**src/rtl/spi_eep_pkg.sv**
```systemverilog
package spi_eep_pkg;

  localparam logic [7:0] CMD_ARM    = 8'h06;
  localparam logic [7:0] CMD_DISARM = 8'h04;

  typedef enum logic [2:0] {
    PH_OPCODE,
    PH_ADDR,
    PH_WDATA,
    PH_RDATA,
    PH_IDLE
  } phase_e;

  // write opcode: 0000x010
  function automatic logic op_is_write(input logic [7:0] b);
    return (b[7:4] == 4'h0) && (b[2:0] == 3'b010);
  endfunction

  // read opcode: 0000x011
  function automatic logic op_is_read(input logic [7:0] b);
    return (b[7:4] == 4'h0) && (b[2:0] == 3'b011);
  endfunction

  // high-order address bit carried by the opcode
  function automatic logic op_hi_bit(input logic [7:0] b);
    return b[3];
  endfunction

endpackage

```
**src/rtl/spi_eep_sync.sv**
```systemverilog
module spi_eep_sync #(
  parameter int STAGES = 2
) (
  input  logic clk,
  input  logic rst_n,
  input  logic sclk,
  input  logic mosi,
  input  logic cs_n,
  output logic sclk_rise,
  output logic sclk_fall,
  output logic mosi_s,
  output logic cs_low,
  output logic cs_rise
);

  // bit 2: cs_n, bit 1: sclk, bit 0: mosi
  localparam logic [2:0] IDLE_VEC = 3'b100;

  logic [2:0] pipe [STAGES];
  logic [2:0] last;
  logic [2:0] cur;

  for (genvar g = 0; g < STAGES; g++) begin : g_stage
    if (g == 0) begin : g_first
      always_ff @(posedge clk or negedge rst_n) begin
        if (!rst_n) pipe[g] <= IDLE_VEC;
        else        pipe[g] <= {cs_n, sclk, mosi};
      end
    end else begin : g_next
      always_ff @(posedge clk or negedge rst_n) begin
        if (!rst_n) pipe[g] <= IDLE_VEC;
        else        pipe[g] <= pipe[g-1];
      end
    end
  end

  assign cur = pipe[STAGES-1];

  always_ff @(posedge clk or negedge rst_n) begin
    if (!rst_n) last <= IDLE_VEC;
    else        last <= cur;
  end

  assign sclk_rise = ~cur[2] &  cur[1] & ~last[1];
  assign sclk_fall = ~cur[2] & ~cur[1] &  last[1];
  assign cs_rise   =  cur[2] & ~last[2];
  assign cs_low    = ~cur[2];
  assign mosi_s    =  cur[0];

endmodule

```
**src/rtl/spi_eep_cmd.sv**
```systemverilog
module spi_eep_cmd
  import spi_eep_pkg::*;
#(
  parameter int ADDR_BYTES = 1,
  localparam int ALO_W  = 8 * ADDR_BYTES,
  localparam int ADDR_W = ALO_W + 1
) (
  input  logic              clk,
  input  logic              rst_n,
  input  logic              sclk_rise,
  input  logic              cs_rise,
  input  logic              mosi_s,
  output logic              commit_valid,
  output logic [ADDR_W-1:0] commit_addr,
  output logic [7:0]        commit_data,
  output logic              rd_load,
  output logic [ADDR_W-1:0] rd_start,
  output logic              rd_active
);

  localparam int AC_W = (ADDR_BYTES > 1) ? $clog2(ADDR_BYTES) : 1;
  localparam logic [AC_W-1:0] LAST_AB = AC_W'(ADDR_BYTES - 1);

  phase_e            phase;
  logic [2:0]        bit_cnt;
  logic [7:0]        sh;
  logic              wel;
  logic              is_rd;
  logic              hi_bit;
  logic              have_data;
  logic [AC_W-1:0]   abyte_cnt;
  logic [ALO_W-1:0]  addr_lo;
  logic [7:0]        data_q;

  // named internal events
  logic [7:0]        byte_in;
  logic              byte_done;
  logic              at_boundary;
  logic              commit_ok;
  logic [ALO_W+7:0]  addr_cat;
  logic              last_abyte;

  assign byte_in     = {sh[6:0], mosi_s};
  assign byte_done   = sclk_rise && (bit_cnt == 3'd7);
  assign at_boundary = (bit_cnt == 3'd0);
  assign commit_ok   = cs_rise && (phase == PH_WDATA) && have_data && at_boundary && wel;
  assign addr_cat    = {addr_lo, byte_in};
  assign last_abyte  = (abyte_cnt == LAST_AB);

  always_ff @(posedge clk or negedge rst_n) begin
    if (!rst_n) begin
      phase        <= PH_OPCODE;
      bit_cnt      <= 3'd0;
      sh           <= 8'd0;
      wel          <= 1'b0;
      is_rd        <= 1'b0;
      hi_bit       <= 1'b0;
      have_data    <= 1'b0;
      abyte_cnt    <= '0;
      addr_lo      <= '0;
      data_q       <= 8'd0;
      commit_valid <= 1'b0;
      commit_addr  <= '0;
      commit_data  <= 8'd0;
      rd_load      <= 1'b0;
    end else begin
      commit_valid <= 1'b0;
      rd_load      <= 1'b0;
      if (cs_rise) begin
        phase     <= PH_OPCODE;
        bit_cnt   <= 3'd0;
        have_data <= 1'b0;
        abyte_cnt <= '0;
        if (commit_ok) begin
          commit_valid <= 1'b1;
          commit_addr  <= {hi_bit, addr_lo};
          commit_data  <= data_q;
          wel          <= 1'b0;
        end
      end else if (sclk_rise) begin
        sh      <= byte_in;
        bit_cnt <= bit_cnt + 3'd1;
        if (byte_done) begin
          unique case (phase)
            PH_OPCODE: begin
              if (byte_in == CMD_ARM) begin
                wel   <= 1'b1;
                phase <= PH_IDLE;
              end else if (byte_in == CMD_DISARM) begin
                wel   <= 1'b0;
                phase <= PH_IDLE;
              end else if (op_is_write(byte_in) && wel) begin
                hi_bit <= op_hi_bit(byte_in);
                is_rd  <= 1'b0;
                phase  <= PH_ADDR;
              end else if (op_is_read(byte_in)) begin
                hi_bit <= op_hi_bit(byte_in);
                is_rd  <= 1'b1;
                phase  <= PH_ADDR;
              end else begin
                phase <= PH_IDLE;
              end
            end
            PH_ADDR: begin
              addr_lo <= addr_cat[ALO_W-1:0];
              if (last_abyte) begin
                phase   <= is_rd ? PH_RDATA : PH_WDATA;
                rd_load <= is_rd;
              end else begin
                abyte_cnt <= abyte_cnt + AC_W'(1);
              end
            end
            PH_WDATA: begin
              data_q    <= byte_in;
              have_data <= 1'b1;
            end
            default: ;
          endcase
        end
      end
    end
  end

  assign rd_start  = {hi_bit, addr_lo};
  assign rd_active = (phase == PH_RDATA);


  commit_one_cycle_chk: assert property (@(posedge clk) disable iff (!rst_n)
    commit_valid |=> !commit_valid);


  arm_drop_after_commit_chk: assert property (@(posedge clk) disable iff (!rst_n)
    commit_valid |-> !wel);


  arm_gate_chk: assert property (@(posedge clk) disable iff (!rst_n)
    commit_valid |-> $past(wel));


  mid_byte_drop_chk: assert property (@(posedge clk) disable iff (!rst_n)
    (cs_rise && !at_boundary) |=> (!commit_valid && (wel == $past(wel))));


  unarmed_write_skip_chk: assert property (@(posedge clk) disable iff (!rst_n)
    (phase == PH_OPCODE && byte_done && op_is_write(byte_in) && !wel)
      |=> (phase == PH_IDLE));

endmodule

```
**src/rtl/spi_eep_rdout.sv**
```systemverilog
module spi_eep_rdout #(
  parameter int ADDR_W = 9
) (
  input  logic              clk,
  input  logic              rst_n,
  input  logic              sclk_fall,
  input  logic              cs_rise,
  input  logic              rd_load,
  input  logic [ADDR_W-1:0] rd_start,
  input  logic              rd_active,
  input  logic [7:0]        rd_data,
  output logic [ADDR_W-1:0] rd_addr,
  output logic              miso
);

  localparam logic [ADDR_W-1:0] ADDR_STEP = ADDR_W'(1);

  logic [7:0] out_sh;
  logic [2:0] out_cnt;
  logic       miso_q;
  logic       byte_start;

  assign byte_start = (out_cnt == 3'd0);

  always_ff @(posedge clk or negedge rst_n) begin
    if (!rst_n) begin
      rd_addr <= '0;
      out_sh  <= 8'd0;
      out_cnt <= 3'd0;
      miso_q  <= 1'b0;
    end else if (cs_rise) begin
      miso_q  <= 1'b0;
      out_cnt <= 3'd0;
    end else if (rd_load) begin
      rd_addr <= rd_start;
      out_cnt <= 3'd0;
    end else if (sclk_fall && rd_active) begin
      if (byte_start) begin
        miso_q  <= rd_data[7];
        out_sh  <= {rd_data[6:0], 1'b0};
        rd_addr <= rd_addr + ADDR_STEP;
      end else begin
        miso_q <= out_sh[7];
        out_sh <= {out_sh[6:0], 1'b0};
      end
      out_cnt <= out_cnt + 3'd1;
    end
  end

  assign miso = miso_q;


  miso_hold_chk: assert property (@(posedge clk) disable iff (!rst_n)
    (!sclk_fall && !cs_rise) |=> $stable(miso_q));

endmodule

```
**src/rtl/spi_eeprom_front.sv**
```systemverilog
module spi_eeprom_front #(
  parameter int ADDR_BYTES  = 1,
  parameter int SYNC_STAGES = 2,
  localparam int ADDR_W     = 8 * ADDR_BYTES + 1
) (
  input  logic              clk,
  input  logic              rst_n,
  input  logic              sclk,
  input  logic              mosi,
  input  logic              cs_n,
  output logic              miso,
  output logic              commit_valid,
  output logic [ADDR_W-1:0] commit_addr,
  output logic [7:0]        commit_data,
  output logic [ADDR_W-1:0] rd_addr,
  input  logic [7:0]        rd_data
);

  logic              sclk_rise;
  logic              sclk_fall;
  logic              mosi_s;
  logic              cs_low;
  logic              cs_rise;
  logic              rd_load;
  logic [ADDR_W-1:0] rd_start;
  logic              rd_active;

  spi_eep_sync #(.STAGES(SYNC_STAGES)) u_sync (
    .clk       (clk),
    .rst_n     (rst_n),
    .sclk      (sclk),
    .mosi      (mosi),
    .cs_n      (cs_n),
    .sclk_rise (sclk_rise),
    .sclk_fall (sclk_fall),
    .mosi_s    (mosi_s),
    .cs_low    (cs_low),
    .cs_rise   (cs_rise)
  );

  spi_eep_cmd #(.ADDR_BYTES(ADDR_BYTES)) u_cmd (
    .clk          (clk),
    .rst_n        (rst_n),
    .sclk_rise    (sclk_rise),
    .cs_rise      (cs_rise),
    .mosi_s       (mosi_s),
    .commit_valid (commit_valid),
    .commit_addr  (commit_addr),
    .commit_data  (commit_data),
    .rd_load      (rd_load),
    .rd_start     (rd_start),
    .rd_active    (rd_active)
  );

  spi_eep_rdout #(.ADDR_W(ADDR_W)) u_rd (
    .clk       (clk),
    .rst_n     (rst_n),
    .sclk_fall (sclk_fall),
    .cs_rise   (cs_rise),
    .rd_load   (rd_load),
    .rd_start  (rd_start),
    .rd_active (rd_active),
    .rd_data   (rd_data),
    .rd_addr   (rd_addr),
    .miso      (miso)
  );


  no_commit_while_selected_chk: assert property (@(posedge clk) disable iff (!rst_n)
    (cs_low && !cs_rise) |=> !commit_valid);

endmodule

```
**config.mk**
```make
export PLATFORM = sky130hd
export DESIGN_NAME = spi_eeprom_front
export DESIGN_NICKNAME = d
export VERILOG_FILES = /design/src/rtl/spi_eep_pkg.sv /design/src/rtl/spi_eep_sync.sv /design/src/rtl/spi_eep_cmd.sv /design/src/rtl/spi_eep_rdout.sv /design/src/rtl/spi_eeprom_front.sv
export SDC_FILE = /design/constraint.sdc
export NUM_CORES = 1
export LEC_CHECK = 0
export BUFFER_PORTS_ARGS = -buffer_cell sky130_fd_sc_hd__buf_4
export CAP_MARGIN = 15
export CORE_ASPECT_RATIO = 1.25
export CORE_MARGIN = 1
export CORE_UTILIZATION = 34
export CTS_CLUSTER_SIZE = 24
export DETAILED_ROUTE_END_ITERATION = 10
export PLACE_DENSITY = 0.54
export RECOVER_POWER = 25
export SLEW_MARGIN = 20
export SYNTH_ARGS = -nofsm -noshare
export SYNTH_HDL_FRONTEND = slang
export SYNTH_HIERARCHICAL = 1
export SYNTH_SLANG_ARGS = --single-unit
```
**constraint.sdc**
```tcl
create_clock -name clk -period 2.15 [get_ports clk]
set_clock_uncertainty 0.2 [all_clocks]
set_input_delay 0 -clock clk [delete_from_list [all_inputs] [get_ports clk]]
set_output_delay 0 -clock clk [all_outputs]
set_load 0.01 [all_outputs]
```
==> metrics.txt <==
switch share=0.2336; status=completed; Die Span Y=115.1 um; drt wl/cell=around 15 um; clock-pin slew on the worst setup and hold paths=0.07 ns; Worst Hold Depth=2; Nets=361; Core Util, Final=0.4477; Req. time, crit path=about 2.2 ns; sw power=837.1 uW; clk root buf=clkbuf_16; Register-to-Register Path Depth=4; setup violators final=0; combinational power share=0.074; Synthesis Warnings=6; Max Freq=roughly 490 MHz; clk sinks=80; reg2reg start=u_cmd/sh[4]$_DFFE_PN0P_; share of layout cells above drive strength 1=0.2507; CTS tree=yes; synthesized area per cell=roughly 13 sq um; fin crit period=2.023 ns; Lkg Pwr=0.002058 uW; pin count of the biggest net entering global routing=43; global-route wire length before repair=11.83 mm; Layout area overhead=25.61%; vias post-DR=2357; Clock Power Share=0.467; GPL Wtd Cong=0.7811; Max Root-Sink Buffers=2; Worst path slowest cell=or4_4; part of the power in registers=0.460; PD cells=between 800 and 900 nW/um^2; period utilisation layout=0.9410; via density per instance=approximately 5.0; Hold Path Class=in -> reg; vias in the first global route=2406; setup bufs post-CTS=0; dpl hpwl=4.737 mm; max cap viols=0; Routed WL=6.931 mm; area of the die=between 10000 and 15000 sq um; core area=around 9800 sq um; Slew @ Worst Pin=0.4596 ns; initial drt markers=around 110; crit path launch type=flop; initial antenna violation count=0; Fin. Hold Viols=0; site row count=40; Remaining DRCs=0; DR pass1 iterations=4; setup_tns=0 ns; Reg2Reg Setup Slack=0.13 ns; number of H-tree levels=3; fin. max-slew vios=0; Largest stage delay, worst path=0.58 ns; die width=92.47 um; unrepaired setup endpoints after global routing=false; Crit path buffers/inverters=0; Tot Pwr=3584 uW; RR Endpoint=u_cmd/hi_bit$_DFFE_PN0P_; CP top delay family=simple AND/OR/NAND/NOR gates; Worst VDD drop=0.3594 mV; IO Port Bufs=40; crit-path max FO=5; Hold Path Origin=mosi; Num CTS Buffers=9; # IOs=41; Worst Setup End Kind=flop; Pint=about 2700 uW; GRT Total Usage=0.1450; Synth Instances=approximately 280; Final ANT Viol Nets=0; post-synth net total=295; Clock Latency Late Sink=0.34 ns; grt total ovfl=0; worst hold endpoint=u_sync/pipe[3]$_DFF_PN0_; n_diodes=0; Cell Area, Placed=3999 sq um; fin area=around 4400 sq um; Slew HR=0.6936; worst-path cell chain=or4_4 -> nor3_2 -> nand2_1 -> mux2_4; initial core utilization=0.3564; CP Class=reg -> reg; synthesized area=3478 sq um; Worst EP arrival=roughly 2.0 ns
[routing by layer]
layer,track usage,vias to the layer above,share of wire
li1,-,1129,-
met1,0.1865,1163,0.46
met2,0.2321,56,0.48
met3,0.03902,9,0.039
met4,0.05938,0,0.016
met5,0,-,0
[power by group through the flow]
stage / combinational [uW] / sequential [uW] / clock (uW)
after floorplan: 151 / 1650 / 0
after global placement: 244 / 1680 / 0
after detailed placement: 249 / 1680 / 0
after CTS: 270 / 1650 / 1700
after global routing: 293 / 1660 / 1780
final: 263 / 1650 / 1670
[per-stage QoR]
stage | hold WS, ns | instances | setup WS, ns
final | 0.1325 | 473 | 0.1269
after global routing | 0.1273 | 473 | 0.03297
after CTS | 0.1047 | 473 | 0.07767
after detailed placement | -0.1863 | 443 | 0.09461
after global placement | -0.1925 | 443 | 0.1397
after floorplan | -0.4956 | 276 | -0.09701
[worst reg2reg max path, delay by kind of cell, from the launching register on]
family	cells	cell delay, ns
multiplexers	1	0.31
AND/OR/NAND/NOR	3	0.96
flip-flops	1	0.43
[repair_timing]
| item | CTS | global route |
|---|---|---|
| endpoints found under the hold margin | 91 | 0 |
| hold buffers | 14 | 0 |
| gates resized for setup | 0 | 2 |
| setup endpoints to repair | 0 | 22 |
[area by class of cell]
type | instances | area [sq um]
timing repair buffer | 65 | 442.9
clock buffer | 9 | 225.2
tap | 126 | 157.7
inverter | 11 | 41.29
fill | 928 | 5390
clock inverter | 7 | 102.6
sequential | 80 | 2006
multi-input combinational | 175 | 1394
[worst max-delay path by stage]
stage                                    start                               end  depth (start not counted)
detailed placement     u_sync/cur[2]$_DFF_PN1_  u_cmd/commit_data[1]$_DFFE_PN0P_                          5
CTS                    u_sync/cur[2]$_DFF_PN1_  u_cmd/commit_addr[6]$_DFFE_PN0P_                          5
global route        u_cmd/phase[0]$_DFFE_PN0P_       u_rd/rd_addr[8]$_DFFE_PN0P_                          5
finish                 u_cmd/sh[4]$_DFFE_PN0P_          u_cmd/hi_bit$_DFFE_PN0P_                          4
floorplan              u_sync/cur[2]$_DFF_PN1_  u_cmd/commit_addr[0]$_DFFE_PN0P_                          6
global placement       u_cmd/sh[4]$_DFFE_PN0P_          u_cmd/hi_bit$_DFFE_PN0P_                          4
[layout by cell type (no fill, tap or decap), types with 3 or more instances in the layout]
cell type / n
nand3_1: 6
nand3b_1: 4
nor3_1: 3
nor2b_1: 3
clkbuf_1: 28
inv_1: 11
a21oi_1: 10
buf_4: 18
dfstp_2: 3
mux2i_1: 8
clkbuf_16: 9
clkbuf_4: 3
dlygate4sd3_1: 14
dfrtp_1: 77
ha_1: 6
a22oi_1: 4
mux2_2: 31
mux2_1: 9
and3_1: 4
nand2_1: 8
o22ai_1: 3
a211oi_1: 3
o21ai_0: 9
nor2_1: 26
nand4_1: 3
[flip-flops by register name, summed over array words and instances, names as in the netlist, 2 cells and up]
register and count:
u_cmd/data_q 8, u_sync/last 2, u_cmd/addr_lo 8, u_cmd/bit_cnt 3, u_cmd/phase 3, u_rd/out_cnt 3
u_sync/cur 3, u_cmd/commit_addr 9, u_rd/rd_addr 9, u_sync/pipe 3, u_cmd/commit_data 8, u_rd/out_sh 7
u_cmd/sh 7
Power figures use the tool's default switching activity.
